File: config.mk
export PLATFORM = sky130hd
export DESIGN_NAME = refmon_top
export DESIGN_NICKNAME = d
export VERILOG_FILES = /design/src/rtl/refmon_pkg.sv /design/src/rtl/refmon_sync.sv /design/src/rtl/refmon_period.sv /design/src/rtl/refmon_window.sv /design/src/rtl/refmon_top.sv
export SDC_FILE = /design/constraint.sdc
export NUM_CORES = 1
export LEC_CHECK = 0
export ABC_AREA = 1
export BUFFER_PORTS_ARGS = -buffer_cell sky130_fd_sc_hd__buf_2
export CORE_MARGIN = 1
export CORE_UTILIZATION = 30
export DETAILED_ROUTE_END_ITERATION = 12
export GPL_ROUTABILITY_DRIVEN = 0
export MAX_ROUTING_LAYER = met4
export PLACE_DENSITY = 0.47
export RECOVER_POWER = 50
export SLEW_MARGIN = 20
export SYNTH_ARGS = -nofsm -noshare
export SYNTH_HDL_FRONTEND = slang
export SYNTH_HIERARCHICAL = 1
export SYNTH_SLANG_ARGS = --single-unit
File: constraint.sdc
create_clock -name clk -period 6 [get_ports clk]
set_input_delay 0.6 -clock clk [delete_from_list [all_inputs] [get_ports clk]]
set_output_delay 0.6 -clock clk [all_outputs]
set_load 0.02 [all_outputs]
File: src/rtl/refmon_pkg.sv
package refmon_pkg;

  // Lower acceptance limit of a period: nominal minus half of it (floor).
  function automatic int unsigned per_lo_lim(input int unsigned nom);
    return nom - (nom >> 1);
  endfunction

  // Upper acceptance limit of a period: nominal plus half of it (floor).
  function automatic int unsigned per_hi_lim(input int unsigned nom);
    return nom + (nom >> 1);
  endfunction

  // Coarse tolerance as a right shift of the nominal count.
  function automatic int unsigned coarse_tol(input int unsigned nom, input int unsigned sh);
    return nom >> sh;
  endfunction

  // True when meas lies outside [nom - tol, nom + tol].
  function automatic logic out_of_band(input int unsigned meas,
                                       input int unsigned nom,
                                       input int unsigned tol);
    return (meas > nom + tol) || (meas + tol < nom);
  endfunction

  typedef struct packed {
    logic per;
    logic freq;
  } fail_pair_t;

endpackage

File: src/rtl/refmon_sync.sv
module refmon_sync #(
  parameter int STAGES = 2
) (
  input  logic clk,
  input  logic rst_n,
  input  logic ref_async,
  output logic rise
);
  // sh[STAGES-1] is the synchronized level, sh[STAGES] its one-cycle-old copy
  logic [STAGES:0] sh;

  always_ff @(posedge clk or negedge rst_n) begin
    if (!rst_n) sh <= '0;
    else        sh <= {sh[STAGES-1:0], ref_async};
  end

  assign rise = sh[STAGES-1] & ~sh[STAGES];


  rise_gap_chk: assert property (@(posedge clk) disable iff (!rst_n)
    rise |=> !rise);

endmodule

File: src/rtl/refmon_period.sv
module refmon_period
  import refmon_pkg::*;
#(
  parameter int PER_W = 16
) (
  input  logic             clk,
  input  logic             rst_n,
  input  logic             rise,
  input  logic [PER_W-1:0] nom,
  output logic             per_evt
);
  localparam int CW = PER_W + 1;

  logic [CW-1:0] cnt, lo, hi;
  logic          armed;
  logic          too_short, too_long, timeout;

  assign lo = CW'(per_lo_lim(32'(nom)));
  assign hi = CW'(per_hi_lim(32'(nom)));

  assign too_short = cnt < lo;
  assign too_long  = cnt > hi;
  assign timeout   = !rise && (cnt >= hi);

  always_comb begin
    if (rise) per_evt = armed && (too_short || too_long);
    else      per_evt = timeout;
  end

  always_ff @(posedge clk or negedge rst_n) begin
    if (!rst_n) begin
      cnt   <= CW'(1);
      armed <= 1'b0;
    end else if (rise) begin
      cnt   <= CW'(1);
      armed <= 1'b1;
    end else if (timeout) begin
      cnt   <= CW'(1);
      armed <= 1'b0;
    end else begin
      cnt   <= cnt + CW'(1);
    end
  end


  cnt_bound_chk: assert property (@(posedge clk) disable iff (!rst_n)
    ($stable(nom) && nom >= PER_W'(2)) |-> (cnt <= hi));


  unarmed_edge_chk: assert property (@(posedge clk) disable iff (!rst_n)
    (rise && !armed) |-> !per_evt);

endmodule

File: src/rtl/refmon_window.sv
module refmon_window
  import refmon_pkg::*;
#(
  parameter int WIN_CYC = 7500,
  parameter int CNT_W   = 13,
  parameter int TOL_SH  = 5
) (
  input  logic             clk,
  input  logic             rst_n,
  input  logic             rise,
  input  logic [CNT_W-1:0] nom_count,
  output logic             tick,
  output logic             freq_evt
);
  localparam int WW = (WIN_CYC > 1) ? $clog2(WIN_CYC) : 1;

  logic [WW-1:0]    wcnt;
  logic [CNT_W-1:0] ecnt;
  logic [CNT_W:0]   meas;

  assign tick = (wcnt == WW'(WIN_CYC - 1));
  assign meas = {1'b0, ecnt} + {{CNT_W{1'b0}}, rise};

  assign freq_evt = tick && out_of_band(32'(meas), 32'(nom_count),
                                        coarse_tol(32'(nom_count), TOL_SH));

  always_ff @(posedge clk or negedge rst_n) begin
    if (!rst_n) begin
      wcnt <= '0;
      ecnt <= '0;
    end else begin
      wcnt <= tick ? '0 : wcnt + WW'(1);
      if (tick)          ecnt <= '0;
      else if (meas[CNT_W]) ecnt <= '1;
      else               ecnt <= meas[CNT_W-1:0];
    end
  end


  ecnt_bound_chk: assert property (@(posedge clk) disable iff (!rst_n)
    32'(ecnt) <= 32'(WIN_CYC));


  tick_gap_chk: assert property (@(posedge clk) disable iff (!rst_n)
    (tick && WIN_CYC > 1) |=> !tick);

endmodule

File: src/rtl/refmon_top.sv
module refmon_top
  import refmon_pkg::*;
#(
  parameter int PER_W       = 16,
  parameter int WIN_CYC     = 7500,
  parameter int CNT_W       = 13,
  parameter int TOL_SH      = 5,
  parameter int SYNC_STAGES = 2
) (
  input  logic             clk,
  input  logic             rst_n,
  input  logic             ref_in,
  input  logic [PER_W-1:0] nom_period,
  input  logic [CNT_W-1:0] nom_count,
  output logic             per_fail_o,
  output logic             freq_fail_o,
  output logic             fail_evt_o
);
  logic       rise;
  logic       tick;
  fail_pair_t evt;

  refmon_sync #(.STAGES(SYNC_STAGES)) u_sync (
    .clk(clk), .rst_n(rst_n), .ref_async(ref_in), .rise(rise)
  );

  refmon_period #(.PER_W(PER_W)) u_period (
    .clk(clk), .rst_n(rst_n), .rise(rise), .nom(nom_period), .per_evt(evt.per)
  );

  refmon_window #(.WIN_CYC(WIN_CYC), .CNT_W(CNT_W), .TOL_SH(TOL_SH)) u_window (
    .clk(clk), .rst_n(rst_n), .rise(rise), .nom_count(nom_count),
    .tick(tick), .freq_evt(evt.freq)
  );

  always_ff @(posedge clk or negedge rst_n) begin
    if (!rst_n) begin
      per_fail_o  <= 1'b0;
      freq_fail_o <= 1'b0;
      fail_evt_o  <= 1'b0;
    end else begin
      fail_evt_o <= evt.per | evt.freq;
      per_fail_o <= tick ? evt.per : (per_fail_o | evt.per);
      if (tick) freq_fail_o <= evt.freq;
    end
  end


  ff_hold_chk: assert property (@(posedge clk) disable iff (!rst_n)
    !$stable(freq_fail_o) |-> $past(tick));


  ff_rise_chk: assert property (@(posedge clk) disable iff (!rst_n)
    $rose(freq_fail_o) |-> fail_evt_o);


  pf_set_chk: assert property (@(posedge clk) disable iff (!rst_n)
    $rose(per_fail_o) |-> fail_evt_o);


  evt_cause_chk: assert property (@(posedge clk) disable iff (!rst_n)
    (fail_evt_o && !freq_fail_o) |-> per_fail_o);

endmodule

======== After elaboration in Yosys (flattened, before gate mapping) ========
Cells that the tools add are included.
cells by class
  add/subtract/negate cells ............... 7
  multiply operators ...................... 0
  div/mod/pow operators ................... 0
  order comparisons ....................... 5
  equality and inequality tests ........... 1
  shift-type cells ........................ 0
  muxes and demuxes ....................... 9
  bitwise operators ....................... 4
  reductions and logical operators ........ 7
operators with widths
  operator               number
  $mux 13                3
  $mux 17                2
  $gt 14x32->1           1
  $lt 32x13->1           1
  $add 16x15->17         1
  $add 17x1->17 const B  1
  $ge 17x17->1           1
  $gt 17x17->1           1
  $lt 17x17->1           1
  $sub 16x15->17         1
  $add 14x8->15          1
  $add 13x1->14          1
  $add 13x8->14          1
  $add 13x1->13 const B  1
  $eq 13x13->1 const B   1
  $mux 1                 4
  $logic_and 1x1->1      3
  $logic_or 1x1->1       2
  $or 1x1->1             2
  $reduce_bool 2->1      1
  $and 1x1->1            1
  $logic_not 1->1        1
  $not 1->1              1
word-level totals
  bits in registers ....................... 50
  latch bits .............................. 0
  memory bits (writable) .................. 0
  memory bits (read-only) ................. 0
  input port bits ......................... 32
  output and inout bits ................... 3
  memories ................................ 0

======== Longest topological paths before layout ========
  depth after elaboration ................. 8
  gate-level depth with buffers ........... 27
  mapped depth without buffers ............ 27

======== Cells and area by module ========
The synthesis kept the hierarchy.
by module, submodules not included
  module         instances  cells an instance  area each (um^2)  sequential area each (um^2)
  refmon_period  1          500                3,489.6           451.7
  refmon_window  1          394                2,831.5           650.6
  refmon_top     1          11                 107.6             75.1
  refmon_sync    1          5                  85.1              75.1

======== Least setup slack after synthesis ========
OpenSTA, ideal clock, no wires.
  path type ............................... reg2reg
  start point ............................. register u_sync.sh[2]
  end point ............................... register fail_evt_o
  library setup time ...................... 0.124 ns
  arrival time ............................ 3.323 ns
  required time ........................... 5.876 ns
  setup slack ............................. 2.553 ns
  stages on the path, launching flop included .. 23
  path buffers ............................ 0
  cells stage by stage .................... dfrtp_1 nor2_2 ha_1 ha_1 nand2_1 nor2_4 nand3_1 xor2_1 inv_1 ha_1 nand2_1 o221ai_1 a21oi_1 nor2_4 xor2_1 ha_1 nand2_1 o21a_1 nand2_1 nand2_1 nand4_1 a21oi_1 or2_1
RTL lines
  element                   line               RTL
  start: declaration        refmon_sync.sv:10  logic [STAGES:0] sh;
  start signal: assignment  refmon_sync.sv:14  else sh <= {sh[STAGES-1:0], ref_async};
  end signal: assignment    refmon_top.sv:42   fail_evt_o <= evt.per | evt.freq;
  end: declaration          refmon_top.sv:17   output logic fail_evt_o

==> results.cfg <==
[floorplanning]
die_x_um = 149.4
std_cell_rows = 53
core_area_um2 = 21150
dieArea_um2 = 22310
die_y_um = 149.4
boundaryPins = 35
start_util_pct = 30.79

[outcome]
status = complete, but fails checks
violations = max-capacitance violations, max-slew violations

[global_route]
met1_usage_pct = 20.55
grt_use_met2_pct = 23.94
antenna_found_initial = 0
grt-busiest-layer = met2
grt_remaining_overflow = 0
grt_pass1_wl_mm = 26.41
grt_max_degree = 51
track_usage_pct = 14.91
grt.met3_usage_pct = 1.131
grt_pass1_vias = 5414

[clocking]
cts_sinks = 50
htree_levels = 2
cts_hold_buf = 0
postCtsSetupBuffers = 0
cts_buffers = 5
cts_tree = yes
clock-root-buffer = clkbuf_16
clk_pin_slew_worst_paths_ns = 0.07
clk-insertion-delay-late_ns = 0.28
post_cts_resized = 0
clk_path_buf_depth = 2

[hold_path]
min_path_type = reg2reg

[sta]
hold_viol_final = 0
rsz0062_at_grt = no
post-route-period-util_pct = 65.96
maxSlewViolCount = 51
fin_crit_ns = 3.958
setup_slack_ns = 2.042
tns_ns = 0
setup_viol = 0
max_freq_ghz = 0.2527
tightest_slew_ns = 2.753
slew_headroom_pct = -83.51
fin_skew_ns = 0.005621

[synthesis]
syn_area_per_cell_um2 = 7.158
ys_seq_area_share_pct = 19.23
async_reset_ff_share_pct = 100.0
synth.ff_latch_count = 50
yosys_most_used_dff = dfrtp_1
post_synth_num_cell_types = 46
syn_area_um2 = 6514
yosys_warnings = 6
syn_inst = 910
synth-edff-count = 0
synth.net_count = 1058

[drt]
via_per_inst = 4.669
wl_per_cell_um = 12.63
vias = 5668
route.detailed.drc = 0
routed_wl_mm = 15.34
drt_iter0_markers = 316
firstDrtPassIters = 5
ant_nets = 0

[placement]
port-buffer-count = 34
dp_hpwl_mm = 12.87
placed_cell_area_um2 = 6937
dpl.cell_count = 1206
pre_cts_slack_ns = 1.880

[finish]
diodes = 0
area_growth_syn_to_layout_pct = 8.990
final_area_um2 = 7099
nets = 1086
final_common_cell = nand2_1
mostFrequentLayoutCells = nand2_1, inv_1, ha_1
stdcell_count = 1214
drive_gt1_share_pct = 10.65

[setup_path]
critPathBufInv = 1
max_stage_delay_ns = 0.37
cp-start-kind = register
critPathKind = reg2reg
end_kind = register
cp_slowest_cell = dfrtp_1
cp_max_fo = 7
cp_cell_sequence = nor2_2, ha_1, ha_1, nand2_1, nor2_4, nand3_1, xor2_1, inv_1, ha_1, nand2_1, o221ai_1, a21oi_1, nor2_4, xor2_1, ha_1, nand2_1, o21a_1, nand2_1, nand2_1, nand4_1, a21oi_1, or2_1
path_common_cell = nand2_1
worst_ep_required_time_ns = 6.17
crit_arrival_ns = 4.13
path_delay_family = simple AND/OR/NAND/NOR gates

[power]
p_leak_nw = 3.784
power.density_nw_per_um2 = 204.1
ir_drop_mv = 0.1032

[job]
max_cap_viol_count = 1
layer usage:
metal  part of all wire [%]  wire length (µm)  vias up
met5                      0                 0        -
met4                   0.91               140        0
met3                    2.4               364        8
met2                     45              6889       76
met1                     52              7942     2567
li1                       -                 -     3017
registers in the layout (all words and copies together), names as in the netlist:
signal,count
u_sync/sh,3
u_period/cnt,17
freq_fail_o,1
fail_evt_o,1
u_window/ecnt,13
u_window/wcnt,13
per_fail_o,1
u_period/armed,1
cell usage after synthesis (all sizes together) (2+ instances only):
| cell type | number | area, µm² |
|---|---|---|
| xor2 | 52 | 455.4 |
| nor2 | 83 | 346.6 |
| a21o | 4 | 31.28 |
| nor3 | 31 | 220.2 |
| o21a | 6 | 45.04 |
| nand3b | 6 | 45.04 |
| ha | 112 | 1401 |
| o21bai | 4 | 30.03 |
| nand2 | 205 | 804.5 |
| nand3 | 46 | 250.2 |
| fa | 4 | 80.08 |
| a31oi | 4 | 25.02 |
| nor4 | 5 | 31.28 |
| o31ai | 2 | 15.01 |
| dfrtp | 49 | 1226 |
| a21oi | 75 | 401.6 |
| o21ai | 27 | 150.1 |
| nand4 | 18 | 133.9 |
| or2 | 2 | 12.52 |
| inv | 142 | 535.5 |
| buf | 16 | 113.9 |
| xnor2 | 12 | 105.1 |
per-stage QoR:
stage                     total power, W  util [%]  hold slack [ns]
after floorplan                0.0009550         -           0.3044
after global placement          0.001145     32.79           0.3313
after detailed placement        0.001147     32.79           0.3402
after CTS                       0.001475     33.58           0.3553
after global routing            0.001598     33.56           0.3647
final                           0.001449     33.56           0.3511
path summary, 6_finish.rpt:
kind                         startpoint          endpoint  slack, ns  depth (start not counted)
max                        u_sync/sh[2]        fail_evt_o       2.04                         22
min                        u_sync/sh[0]      u_sync/sh[1]       0.35                          0
max reg2reg                u_sync/sh[2]        fail_evt_o       2.04                         22
min reg2reg                u_sync/sh[0]      u_sync/sh[1]       0.35                          0
max in group asynchronous         rst_n   u_period/cnt[7]       3.15                          2
min in group asynchronous         rst_n  u_window/wcnt[6]       1.28                          2
cell type report:
class / count / area [µm²]
clock buffer: 6 / 128.9
clock inverter: 2 / 37.54
fill: 2315 / 14050
inverter: 143 / 539.3
multi-input combinational: 701 / 4608
sequential: 50 / 1252
tap: 275 / 344.1
timing repair buffer: 37 / 188.9
logic make-up after synthesis:
kind of cell             count (synthesis)  synth area share, %
XOR/XNOR                                64                8.605
AND/OR/NAND/NOR                        396                28.31
flip-flops                              50                19.23
AO/OA/AOI/OAI                          125                11.08
adder cells (fa/ha/maj)                116                22.74
buffers and inverters                  159                10.03
where the power goes:
group	switching, W	total [W]	internal [W]
Clock	0.000121	0.000318	0.000197
Combinational	0.000446	0.000729	0.000283
Sequential	0.0000354	0.000402	0.000367
worst register-to-register path: cells and delay by family, from the launching register on:
family | cells | cell delay, ns
buffers and inverters | 1 | 0.09
and+or+nand+nor | 11 | 1.31
DFF | 1 | 0.37
xor gates and xnor gates | 2 | 0.34
AOI/OAI and AO/OA | 4 | 0.74
adders and majority gates | 4 | 1.00
Power figures use the tool's default switching activity.
